===== config.mk =====
export PLATFORM = sky130hd
export DESIGN_NAME = irq_pin_service
export DESIGN_NICKNAME = d
export VERILOG_FILES = /design/src/rtl/irqsvc_pkg.sv /design/src/rtl/irqsvc_pin.sv /design/src/rtl/irqsvc_arb.sv /design/src/rtl/irq_pin_service.sv
export SDC_FILE = /design/constraint.sdc
export NUM_CORES = 1
export LEC_CHECK = 0
export BUFFER_PORTS_ARGS = -buffer_cell sky130_fd_sc_hd__buf_2
export CAP_MARGIN = 30
export CORE_AREA = 5 5 256 258
export CTS_CLUSTER_DIAMETER = 60
export DETAILED_ROUTE_END_ITERATION = 12
export DIE_AREA = 0 0 261 263
export GPL_TIMING_DRIVEN = 0
export PLACE_DENSITY = 0.49
export REMOVE_ABC_BUFFERS = 1
export SYNTH_ARGS = -nofsm -noshare
export SYNTH_HDL_FRONTEND = slang
export SYNTH_SLANG_ARGS = --single-unit
export TNS_END_PERCENT = 10

===== constraint.sdc =====
create_clock -name clk -period 7.5 [get_ports clk]
set_clock_uncertainty 0.2 [all_clocks]
set_input_delay 0.375 -clock clk [delete_from_list [all_inputs] [get_ports clk]]
set_output_delay 0.375 -clock clk [all_outputs]
set_load 0.005 [all_outputs]

===== src/rtl/irqsvc_pkg.sv =====
package irqsvc_pkg;
   localparam int DMODE_W = 3;

   typedef enum logic {
      TRIG_EDGE  = 1'b0,
      TRIG_LEVEL = 1'b1
   } trig_e;

   typedef struct packed {
      logic sent;
      logic coal;
   } ev_outcome_t;
endpackage


===== src/rtl/irqsvc_pin.sv =====
module irqsvc_pin
   import irqsvc_pkg::*;
(
   input  logic        clk,
   input  logic        rst_n,
   input  logic        ev_hit,
   input  logic        ev_lvl,
   input  logic        rs_hit,
   input  logic        active_low,
   input  logic        level_trig,
   input  logic        mask,
   input  logic        rirr,
   input  logic        take,
   output logic        irr_q,
   output logic        pend_q,
   output ev_outcome_t outcome
);
   logic eff, is_lvl, ev_ok, rs_ok, fire;

   always_comb begin
      eff     = ev_lvl ^ active_low;
      is_lvl  = (trig_e'(level_trig) == TRIG_LEVEL);
      ev_ok   = is_lvl ? !(rirr || pend_q) : !irr_q;
      rs_ok   = rs_hit && is_lvl && irr_q && !rirr && !pend_q;
      fire    = ((ev_hit && eff && ev_ok) || rs_ok) && !mask;
      outcome.sent = ev_hit && eff && ev_ok && !mask;
      outcome.coal = ev_hit && eff && !ev_ok;
   end

   always_ff @(posedge clk or negedge rst_n) begin
      if (!rst_n) begin
         irr_q  <= 1'b0;
         pend_q <= 1'b0;
      end else begin
         if (ev_hit)
            irr_q <= eff;
         if (fire)
            pend_q <= 1'b1;
         else if (take)
            pend_q <= 1'b0;
      end
   end

   AST_MASKED_NO_PEND: assert property (@(posedge clk) disable iff (!rst_n)
      $rose(pend_q) |-> $past(!mask));
   AST_EDGE_NEEDS_RISE: assert property (@(posedge clk) disable iff (!rst_n)
      ($rose(pend_q) && $past(!level_trig)) |-> $past(!irr_q));
   AST_LEVEL_NEEDS_CLEAR: assert property (@(posedge clk) disable iff (!rst_n)
      ($rose(pend_q) && $past(level_trig)) |-> $past(!rirr));
endmodule


===== src/rtl/irqsvc_arb.sv =====
module irqsvc_arb #(
   parameter int N     = 24,
   parameter int IDX_W = 5,
   parameter int IMPL  = 0
) (
   input  logic [N-1:0]     req,
   output logic [N-1:0]     gnt,
   output logic [IDX_W-1:0] idx
);
   generate
      if (IMPL != 0 && IMPL != 1) begin : g_bad_impl
         $error("irqsvc_arb: IMPL must be 0 or 1");
      end
      if (IMPL == 0) begin : g_twos
         assign gnt = req & (~req + N'(1));
      end else begin : g_scan
         always_comb begin
            logic found;
            found = 1'b0;
            gnt   = '0;
            for (int i = 0; i < N; i++) begin
               if (req[i] && !found) begin
                  gnt[i] = 1'b1;
                  found  = 1'b1;
               end
            end
         end
      end
   endgenerate

   always_comb begin
      idx = '0;
      for (int i = 0; i < N; i++)
         if (gnt[i])
            idx = idx | IDX_W'(i);
   end
endmodule


===== src/rtl/irq_pin_service.sv =====
module irq_pin_service
   import irqsvc_pkg::*;
#(
   parameter int              NUM_PINS   = 24,
   parameter int              VEC_W      = 8,
   parameter int              DEST_W     = 8,
   parameter int              IDX_W      = $clog2(NUM_PINS),
   parameter int              ARB_IMPL   = 0,
   parameter bit              PIN0_FIXED = 1'b1,
   parameter logic [DEST_W-1:0] BOOT_DEST = '0
) (
   input  logic                         clk,
   input  logic                         rst_n,
   input  logic                         ev_valid,
   input  logic [IDX_W-1:0]             ev_idx,
   input  logic                         ev_level,
   input  logic                         rs_valid,
   input  logic [IDX_W-1:0]             rs_idx,
   input  logic [NUM_PINS*VEC_W-1:0]    cfg_vector,
   input  logic [NUM_PINS*DEST_W-1:0]   cfg_dest,
   input  logic [NUM_PINS*DMODE_W-1:0]  cfg_dmode,
   input  logic [NUM_PINS-1:0]          cfg_logical,
   input  logic [NUM_PINS-1:0]          cfg_active_low,
   input  logic [NUM_PINS-1:0]          cfg_level_trig,
   input  logic [NUM_PINS-1:0]          cfg_mask,
   input  logic [NUM_PINS-1:0]          cfg_rirr,
   output logic [NUM_PINS-1:0]          irr,
   output logic [NUM_PINS-1:0]          rirr_set,
   output logic                         st_valid,
   output logic                         st_sent,
   output logic                         st_coal,
   output logic                         msg_valid,
   input  logic                         msg_ready,
   output logic [IDX_W-1:0]             msg_pin,
   output logic [VEC_W-1:0]             msg_vector,
   output logic [DEST_W-1:0]            msg_dest,
   output logic                         msg_logical,
   output logic [DMODE_W-1:0]           msg_dmode,
   output logic                         msg_level
);
   generate
      if (NUM_PINS < 2) begin : g_chk_pins
         $error("irq_pin_service: NUM_PINS must be at least 2");
      end
      if (IDX_W < $clog2(NUM_PINS)) begin : g_chk_idx
         $error("irq_pin_service: IDX_W too narrow for NUM_PINS");
      end
      if (VEC_W < 1 || DEST_W < 1) begin : g_chk_fields
         $error("irq_pin_service: field widths must be positive");
      end
   endgenerate

   logic [NUM_PINS-1:0] ev_hit, rs_hit, pend, gnt, sent_v, coal_v;
   ev_outcome_t         oc [NUM_PINS];
   logic                take, ev_in_range;
   logic [IDX_W-1:0]    g_idx;
   logic [DEST_W-1:0]   dest_raw;
   logic                logical_raw;

   assign take        = msg_valid && msg_ready;
   assign ev_in_range = ev_valid && (int'(ev_idx) < NUM_PINS);

   for (genvar i = 0; i < NUM_PINS; i++) begin : g_pin
      assign ev_hit[i] = ev_valid && (ev_idx == IDX_W'(i));
      assign rs_hit[i] = rs_valid && (rs_idx == IDX_W'(i));
      assign sent_v[i] = oc[i].sent;
      assign coal_v[i] = oc[i].coal;

      irqsvc_pin u_pin (
         .clk        (clk),
         .rst_n      (rst_n),
         .ev_hit     (ev_hit[i]),
         .ev_lvl     (ev_level),
         .rs_hit     (rs_hit[i]),
         .active_low (cfg_active_low[i]),
         .level_trig (cfg_level_trig[i]),
         .mask       (cfg_mask[i]),
         .rirr       (cfg_rirr[i]),
         .take       (take && gnt[i]),
         .irr_q      (irr[i]),
         .pend_q     (pend[i]),
         .outcome    (oc[i])
      );
   end

   irqsvc_arb #(
      .N     (NUM_PINS),
      .IDX_W (IDX_W),
      .IMPL  (ARB_IMPL)
   ) u_arb (
      .req (pend),
      .gnt (gnt),
      .idx (g_idx)
   );

   assign msg_valid = |pend;
   assign msg_pin   = g_idx;
   assign rirr_set  = take ? (gnt & cfg_level_trig) : '0;

   always_comb begin
      msg_vector  = '0;
      dest_raw    = '0;
      logical_raw = 1'b0;
      msg_dmode   = '0;
      msg_level   = 1'b0;
      for (int i = 0; i < NUM_PINS; i++) begin
         if (gnt[i]) begin
            msg_vector  = cfg_vector[i*VEC_W +: VEC_W];
            dest_raw    = cfg_dest[i*DEST_W +: DEST_W];
            logical_raw = cfg_logical[i];
            msg_dmode   = cfg_dmode[i*DMODE_W +: DMODE_W];
            msg_level   = cfg_level_trig[i];
         end
      end
   end

   generate
      if (PIN0_FIXED) begin : g_pin0_fixed
         assign msg_dest    = gnt[0] ? BOOT_DEST : dest_raw;
         assign msg_logical = gnt[0] ? 1'b0 : logical_raw;
      end else begin : g_pin0_table
         assign msg_dest    = dest_raw;
         assign msg_logical = logical_raw;
      end
   endgenerate

   always_ff @(posedge clk or negedge rst_n) begin
      if (!rst_n) begin
         st_valid <= 1'b0;
         st_sent  <= 1'b0;
         st_coal  <= 1'b0;
      end else begin
         st_valid <= ev_in_range;
         st_sent  <= |sent_v;
         st_coal  <= |coal_v;
      end
   end

   AST_GRANT_ONEHOT: assert property (@(posedge clk) disable iff (!rst_n)
      $onehot0(gnt));
   AST_MSG_HELD: assert property (@(posedge clk) disable iff (!rst_n)
      (msg_valid && !msg_ready) |=> msg_valid);
   AST_STATUS_EXCL: assert property (@(posedge clk) disable iff (!rst_n)
      st_valid |-> !(st_sent && st_coal));
   AST_NO_STATUS_IDLE: assert property (@(posedge clk) disable iff (!rst_n)
      !st_valid |-> (!st_sent && !st_coal));
endmodule


==> impl_metrics.csv, run 1 <==
group,metric,value,unit
cells_and_area,num-nets-final,2573,
global_routing,grt_pass1_vias,14130,
min_path,worstHoldPathType,"in -> reg",
cells_and_area,drive_gt1_share,38.45,%
power_and_ir_drop,p_per_area,193.7,nW/um2
timing,drv_slew,0,
route,ant_nets,0,
synth,syn-mean-instance-area,6.652,um2
worst_setup_path,worstSetupStartpointType,"flip-flop",
power_and_ir_drop,p_seq_share,14.8,%
timing,min_period,5.807,ns
global_routing,grt_antenna_before_repair,51,
place,placed_area,13750,um2
worst_setup_path,end_kind,"primary output",
global_routing,track_usage,23.38,%
synth,synth_cell_types,82,
timing,setup_ws,1.693,ns
timing,setup_viol,0,
clock_tree,cts_buffers,5,
clock_tree,cts_root_buffer,"clkbuf_16",
route,drt_first_pass_iters,6,
clock_tree,clock_latency,0.31,ns
synth,yosysMostFrequentCell,"nand2_1",
cells_and_area,fin_util,22.32,%
worst_setup_path,path_class,"reg -> out",
worst_setup_path,critPathMaxFanout,48,
floorplan,start_util,14.84,%
global_routing,grt_max_degree,49,
global_routing,grt_pass1_wl,113900,um
route,vias,14510,
floorplan,dieWidth,261,um
synth,synth_area_leader_cell,"dfrtp_1",
floorplan,chipHeight,263,um
timing,max_freq,172.2,MHz
synth,synth_flop_cell,"dfrtp_1",
timing,relSlewSlack,31.33,%
run,max_cap_violations,0,
timing,grt_setup_unrepaired,"no",
place,gp_congestion,0.9008,
route,wl_per_cell,30.30,um
synth,ys_ff_latch,51,
synth,async_flop_share,100.0,%
clock_tree,clk_pin_slew_worst_paths,0.07,ns
floorplan,design.die.area,68640,um2
clock_tree,cts_sinks,51,
synth,synth_top_area_share,13.70,%
place,dpl_worst_slack,2.154,ns
clock_tree,post_cts_buffers,0,
clock_tree,cts_max_path_buffers,2,
clock_tree,htreeDepth,2,
timing,hold_ws,0.1156,ns
power_and_ir_drop,swShare,55.07,%
synth,synth_common_cells,"nand2_1 (180), nor2_1 (125), a21oi_1 (114)",
floorplan,core.rowCount,92,
power_and_ir_drop,p_switching,1.494,mW
outcome,outcome,"completed",
route,drt-total-wl,86570,um
floorplan,fp.coreArea,62740,um2
synth,synth_warnings,0,
power_and_ir_drop,max-vdd-ir-drop,86.93,uV
route,dr.first_iter.drc_count,1340,
power_and_ir_drop,p_leak,6.337,nW
place,hpwl,74150,um
synth,syn_area,9313,um2
synth,yosysSeqAreaShare,13.70,%
cells_and_area,final_area,14000,um2
power_and_ir_drop,power_frac_clock,10.1,%
cells_and_area,area_growth,50.38,%
timing,worst_pin_slew,1.028,ns
synth,synthCells,1400,
floorplan,num_io_pins,670,
worst_setup_path,critPathArrivalTime,5.23,ns
route,drc,0,
route,via_per_inst,5.078,
clock_tree,cts_tree,"done",
timing,hold_violations,0,
power_and_ir_drop,internal-power,1.219,mW
synth,synth_edf_count,0,
global_routing,overflow,0,
synth,synthTopCellsByArea,"dfrtp_1 (14%), nand2_1 (7.3%), a21oi_1 (6.1%)",
worst_setup_path,critPathRequiredTime,6.92,ns
power_and_ir_drop,power_frac_comb,75.0,%
timing,post-route-period-util,77.42,%
place,portBuffers,660,
## stage by stage
stage                     std cells  setup TNS [ns]  total power, mW
after floorplan                1270               0            1.243
after global placement         2776          -13.14            2.334
after detailed placement       2818               0            2.452
after CTS                      2827               0            2.732
after global routing           2848               0            2.862
final                          2857               0            2.713
## cell usage in the layout, fill, tap and decap left out, types with 15 or more instances in the layout
cell type  netlist  layout
and2_1          20      20
o21ai_0         94      94
o211ai_1        15      15
nand2_1        180     180
nand2b_1        30      30
xnor2_1         23      23
diode_2          0      29
nand4_1         21      21
a211oi_1        20      20
a222oi_1        19      19
nor3_1          45      43
and3_1          30      30
a21oi_1        114     114
nor2b_1         41      41
nand3_1         38      38
buf_2           26     664
inv_1           28      28
nor4_1          22      22
o221ai_1        17      17
or3_1           35      35
dfrtp_1         51      47
nor2_1         125     124
nand3b_1        23      23
o22ai_1         34      34
a221oi_1        25      25
## registers in the layout, summed over array words and instances (netlist names)
name,cells
g_pin.u_pin.irr_q,24
g_pin.u_pin.pend_q,24
st_coal,1
st_sent,1
st_valid,1
## worst max-delay path, stage by stage (launching register included)
cell     delay, ns
dfrtp_2       0.71
nor4_4        0.76
buf_6         0.29
buf_6         0.19
and4_1        0.70
nand2_1       0.28
nor3_2        0.60
buf_6         0.27
nand2_1       0.11
nor4b_1       0.17
nor4_1        0.55
buf_2         0.25
## power groups by stage
stage | Combinational (mW) | Sequential, mW | Clock [mW]
2_1_floorplan | 0.863 | 0.380 | 0
3_3_place_gp | 1.90 | 0.436 | 0
3_5_place_dp | 2.04 | 0.407 | 0
4_1_cts | 2.05 | 0.402 | 0.278
5_1_grt | 2.17 | 0.411 | 0.286
6_report | 2.04 | 0.402 | 0.275
## routing by layer
| layer | global-route usage [%] | wire [um] | vias to the layer above |
|---|---|---|---|
| met5 | 0 | 205 | - |
| met1 | 28.79 | 34240 | 6989 |
| li1 | - | - | 6557 |
| met4 | 6.591 | 2050 | 34 |
| met3 | 6.124 | 8021 | 113 |
| met2 | 40.18 | 42050 | 816 |
## final timing paths
| check | from | to | slack, ns | cells after the start |
|---|---|---|---|---|
| max | g_pin[1].u_pin.pend_q | msg_dest[4] | 1.69 | 11 |
| min | cfg_mask[13] | g_pin[13].u_pin.pend_q | 0.12 | 2 |
| max reg2reg | g_pin[1].u_pin.pend_q | g_pin[4].u_pin.pend_q | 3.05 | 10 |
| min reg2reg | g_pin[10].u_pin.irr_q | g_pin[10].u_pin.irr_q | 0.37 | 2 |
| max in group asynchronous | rst_n | g_pin[11].u_pin.pend_q | 6.14 | 3 |
| min in group asynchronous | rst_n | g_pin[5].u_pin.irr_q | 0.37 | 2 |
## cell type report
type | instances | area, um2
Sequential cell | 51 | 1281
Clock buffer | 7 | 132.6
Tap cell | 846 | 1059
Multi-Input combinational cell | 1190 | 7326
Timing Repair Buffer | 704 | 3995
Fill cell | 7336 | 48730
Clock inverter | 1 | 30.03
Inverter | 29 | 108.9
Antenna cell | 29 | 72.57
## kinds of logic after synthesis
family / share of synthesized area, %
mux: 1.290
xor+xnor: 2.257
compound gates: 35.08
simple gates: 39.74
buf+inv: 7.927
flops: 13.70
## what timing repair did
item                                   CTS  global route
hold buffers                             1             0
endpoints found under the hold margin   17             0
gates resized for setup                  0             0
Note: power is estimated with default switching activity, not from simulation.
==> run 2, diff against run 1 <==
- CORE_AREA: 5 5 256 258 -> 5 5 254 256
- DIE_AREA: 0 0 261 263 -> 0 0 259 261
- PLACE_DENSITY: 0.49 -> 0.5
- clock period: 7.5 -> 4.7 ns (I/O delays scaled with it)
==> run 2 against run 1 <==
  * Register-to-register slack lost 2.1 ns
  * Sequential share of layout area is essentially flat
  * Critical path depth shrank 1
  * Non-clock buffer count grew 4
  * Flip-flop and latch count is the same
  * Combinational power grew 61%
  * Largest power group unchanged
==> impl_metrics.csv, run 2 (synthesized netlist as in run 1, its figures left out) <==
group,metric,value,unit
clock_tree,cts_buffers,5,
timing,hold_violations,0,
clock_tree,cts_tree,"done",
place,portBuffers,660,
cells_and_area,multiInputGateArea,7396,um2
timing,min_period,4.657,ns
global_routing,grt_max_degree,49,
route,vias,14420,
cells_and_area,final_common_cell,"buf_2",
timing,grt_setup_unrepaired,"yes",
timing,relSlewSlack,29.67,%
clock_tree,cts_sinks,51,
floorplan,start_util,14.95,%
route,drc,0,
power_and_ir_drop,p_per_area,310.9,nW/um2
global_routing,grt_pass1_vias,14060,
power_and_ir_drop,swShare,55.29,%
cells_and_area,seq_area,1290,um2
route,met2_length,40540,um
timing,post-route-period-util,99.10,%
timing,setup_viol,0,
route,dr.first_iter.drc_count,1377,
floorplan,core.rowCount,92,
worst_setup_path,cpPeakStageDelay,0.69,ns
worst_setup_path,critPathRequiredTime,4.26,ns
place,dp_cells,2814,
clock_tree,cts_max_path_buffers,2,
outcome,outcome,"completed",
power_and_ir_drop,power_frac_clock,9.9,%
worst_setup_path,rrSetupSlack,0.97,ns
worst_setup_path,critPathArrivalTime,4.22,ns
route,drt-met1-wl,35010,um
worst_setup_path,path_class,"reg -> out",
worst_setup_path,end_kind,"primary output",
cells_and_area,num-nets-final,2577,
route,via_per_inst,5.058,
timing,hold_ws,0.02872,ns
floorplan,num_io_pins,670,
timing,drv_slew,0,
timing,worst_pin_slew,1.052,ns
clock_tree,cts_root_buffer,"clkbuf_16",
worst_setup_path,critPathMaxFanout,21,
timing,max_freq,214.7,MHz
clock_tree,clock_latency,0.30,ns
worst_setup_path,worstSetupStartpointType,"flip-flop",
place,hpwl,73970,um
clock_tree,htreeDepth,2,
cells_and_area,area_growth,50.80,%
floorplan,fp.coreArea,62270,um2
cells_and_area,fin_cells,2851,
place,gp_congestion,0.9031,
floorplan,dieWidth,259,um
power_and_ir_drop,power,4.366,mW
run,max_cap_violations,0,
floorplan,chipHeight,261,um
power_and_ir_drop,p_seq_share,14.9,%
worst_setup_path,worst-path-buf-inv,3,
route,ant_nets,0,
power_and_ir_drop,internal-power,1.952,mW
route,drt-total-wl,86320,um
min_path,worstHoldPathType,"in -> reg",
route,wl_met3,7249,um
floorplan,design.die.area,67600,um2
route,routed.top_layer,"met5",
global_routing,grt_pass1_wl,113600,um
cells_and_area,top_regs,"g_pin.u_pin.irr_q (24), g_pin.u_pin.pend_q (24)",
global_routing,grt_antenna_before_repair,41,
power_and_ir_drop,power_frac_comb,75.2,%
cells_and_area,drive_gt1_share,39.19,%
route,wl_per_cell,30.28,um
power_and_ir_drop,p_leak,6.341,nW
clock_tree,clk_pin_slew_worst_paths,0.07,ns
cells_and_area,layout_common_cells,"buf_2 (662), nand2_1 (179), nor2_1 (121)",
global_routing,overflow,0,
worst_setup_path,critical-path-top-delay-family,"simple AND/OR/NAND/NOR gates",
global_routing,track_usage,23.67,%
cells_and_area,fillers,7210,
worst_setup_path,path_cells,"buf_16 > nor4_4 > buf_6 > and4_2 > nand2_1 > nor2_2 > a2111oi_0 > a222oi_1 > o31ai_1 > buf_2",
route,drt_first_pass_iters,6,
worst_setup_path,slowest_stage,"a222oi_1",
power_and_ir_drop,p_switching,2.414,mW
power_and_ir_drop,max-vdd-ir-drop,158.8,uV
## run 2: cell type report
class | instances | share of cell area, %
multi-input combinational | 1190 | 52.66
timing repair buffer | 708 | 28.35
sequential | 51 | 9.186
tap | 846 | 7.537
clock buffer | 6 | 0.9177
inverter | 29 | 0.7751
antenna | 20 | 0.3564
clock inverter | 1 | 0.2138
## run 2: repair_timing
item / in CTS / in global routing
gates cloned: 0 / 0
buffers inserted: 2 / 6
hold endpoints to repair: 16 / 0
resized for setup: 14 / 7
pin swaps: 4 / 4
hold buffers: 2 / 0
setup endpoints to repair: 23 / 13
## run 2: worst paths after layout
check                                       from                endpoint  cells after the start
setup / recovery           g_pin[7].u_pin.pend_q           msg_vector[6]                     10
hold / removal                      cfg_mask[12]  g_pin[12].u_pin.pend_q                      3
setup reg to reg           g_pin[7].u_pin.pend_q  g_pin[23].u_pin.pend_q                      9
hold reg to reg             g_pin[7].u_pin.irr_q    g_pin[7].u_pin.irr_q                      2
max in group asynchronous                  rst_n  g_pin[11].u_pin.pend_q                      3
min in group asynchronous                  rst_n    g_pin[1].u_pin.irr_q                      2
## run 2: worst min-delay path, cell delays in order
cell     delay, ns
buf_2         0.09
or4_1         0.10
nand3_1       0.07
## run 2: metal layers
layer | global-route usage, % | up-vias
met3 | 5.669 | 156
li1 | - | 6545
met4 | 8.750 | 26
met2 | 39.84 | 817
met1 | 29.52 | 6877
met5 | 0 | -
## run 2: per-stage QoR
step	TNS, ns	util (%)	cell area [um2]	setup WS (ns)
after floorplan	-0.9697	-	8683	-0.1782
after global routing	-0.08763	22.52	14020	-0.06082
after CTS	0	22.35	13920	0.002665
final	0	22.55	14040	0.04253
after detailed placement	-0.5838	21.96	13680	-0.2584
after global placement	-172.95	20.95	13050	-3.836
## run 2: power groups by stage
stage | registers, mW | clock network, mW | logic [mW]
5_1_grt | 0.662 | 0.457 | 3.48
6_report | 0.651 | 0.434 | 3.28
4_1_cts | 0.649 | 0.435 | 3.27
3_3_place_gp | 0.696 | 0 | 3.03
3_5_place_dp | 0.656 | 0 | 3.24
2_1_floorplan | 0.606 | 0 | 1.38
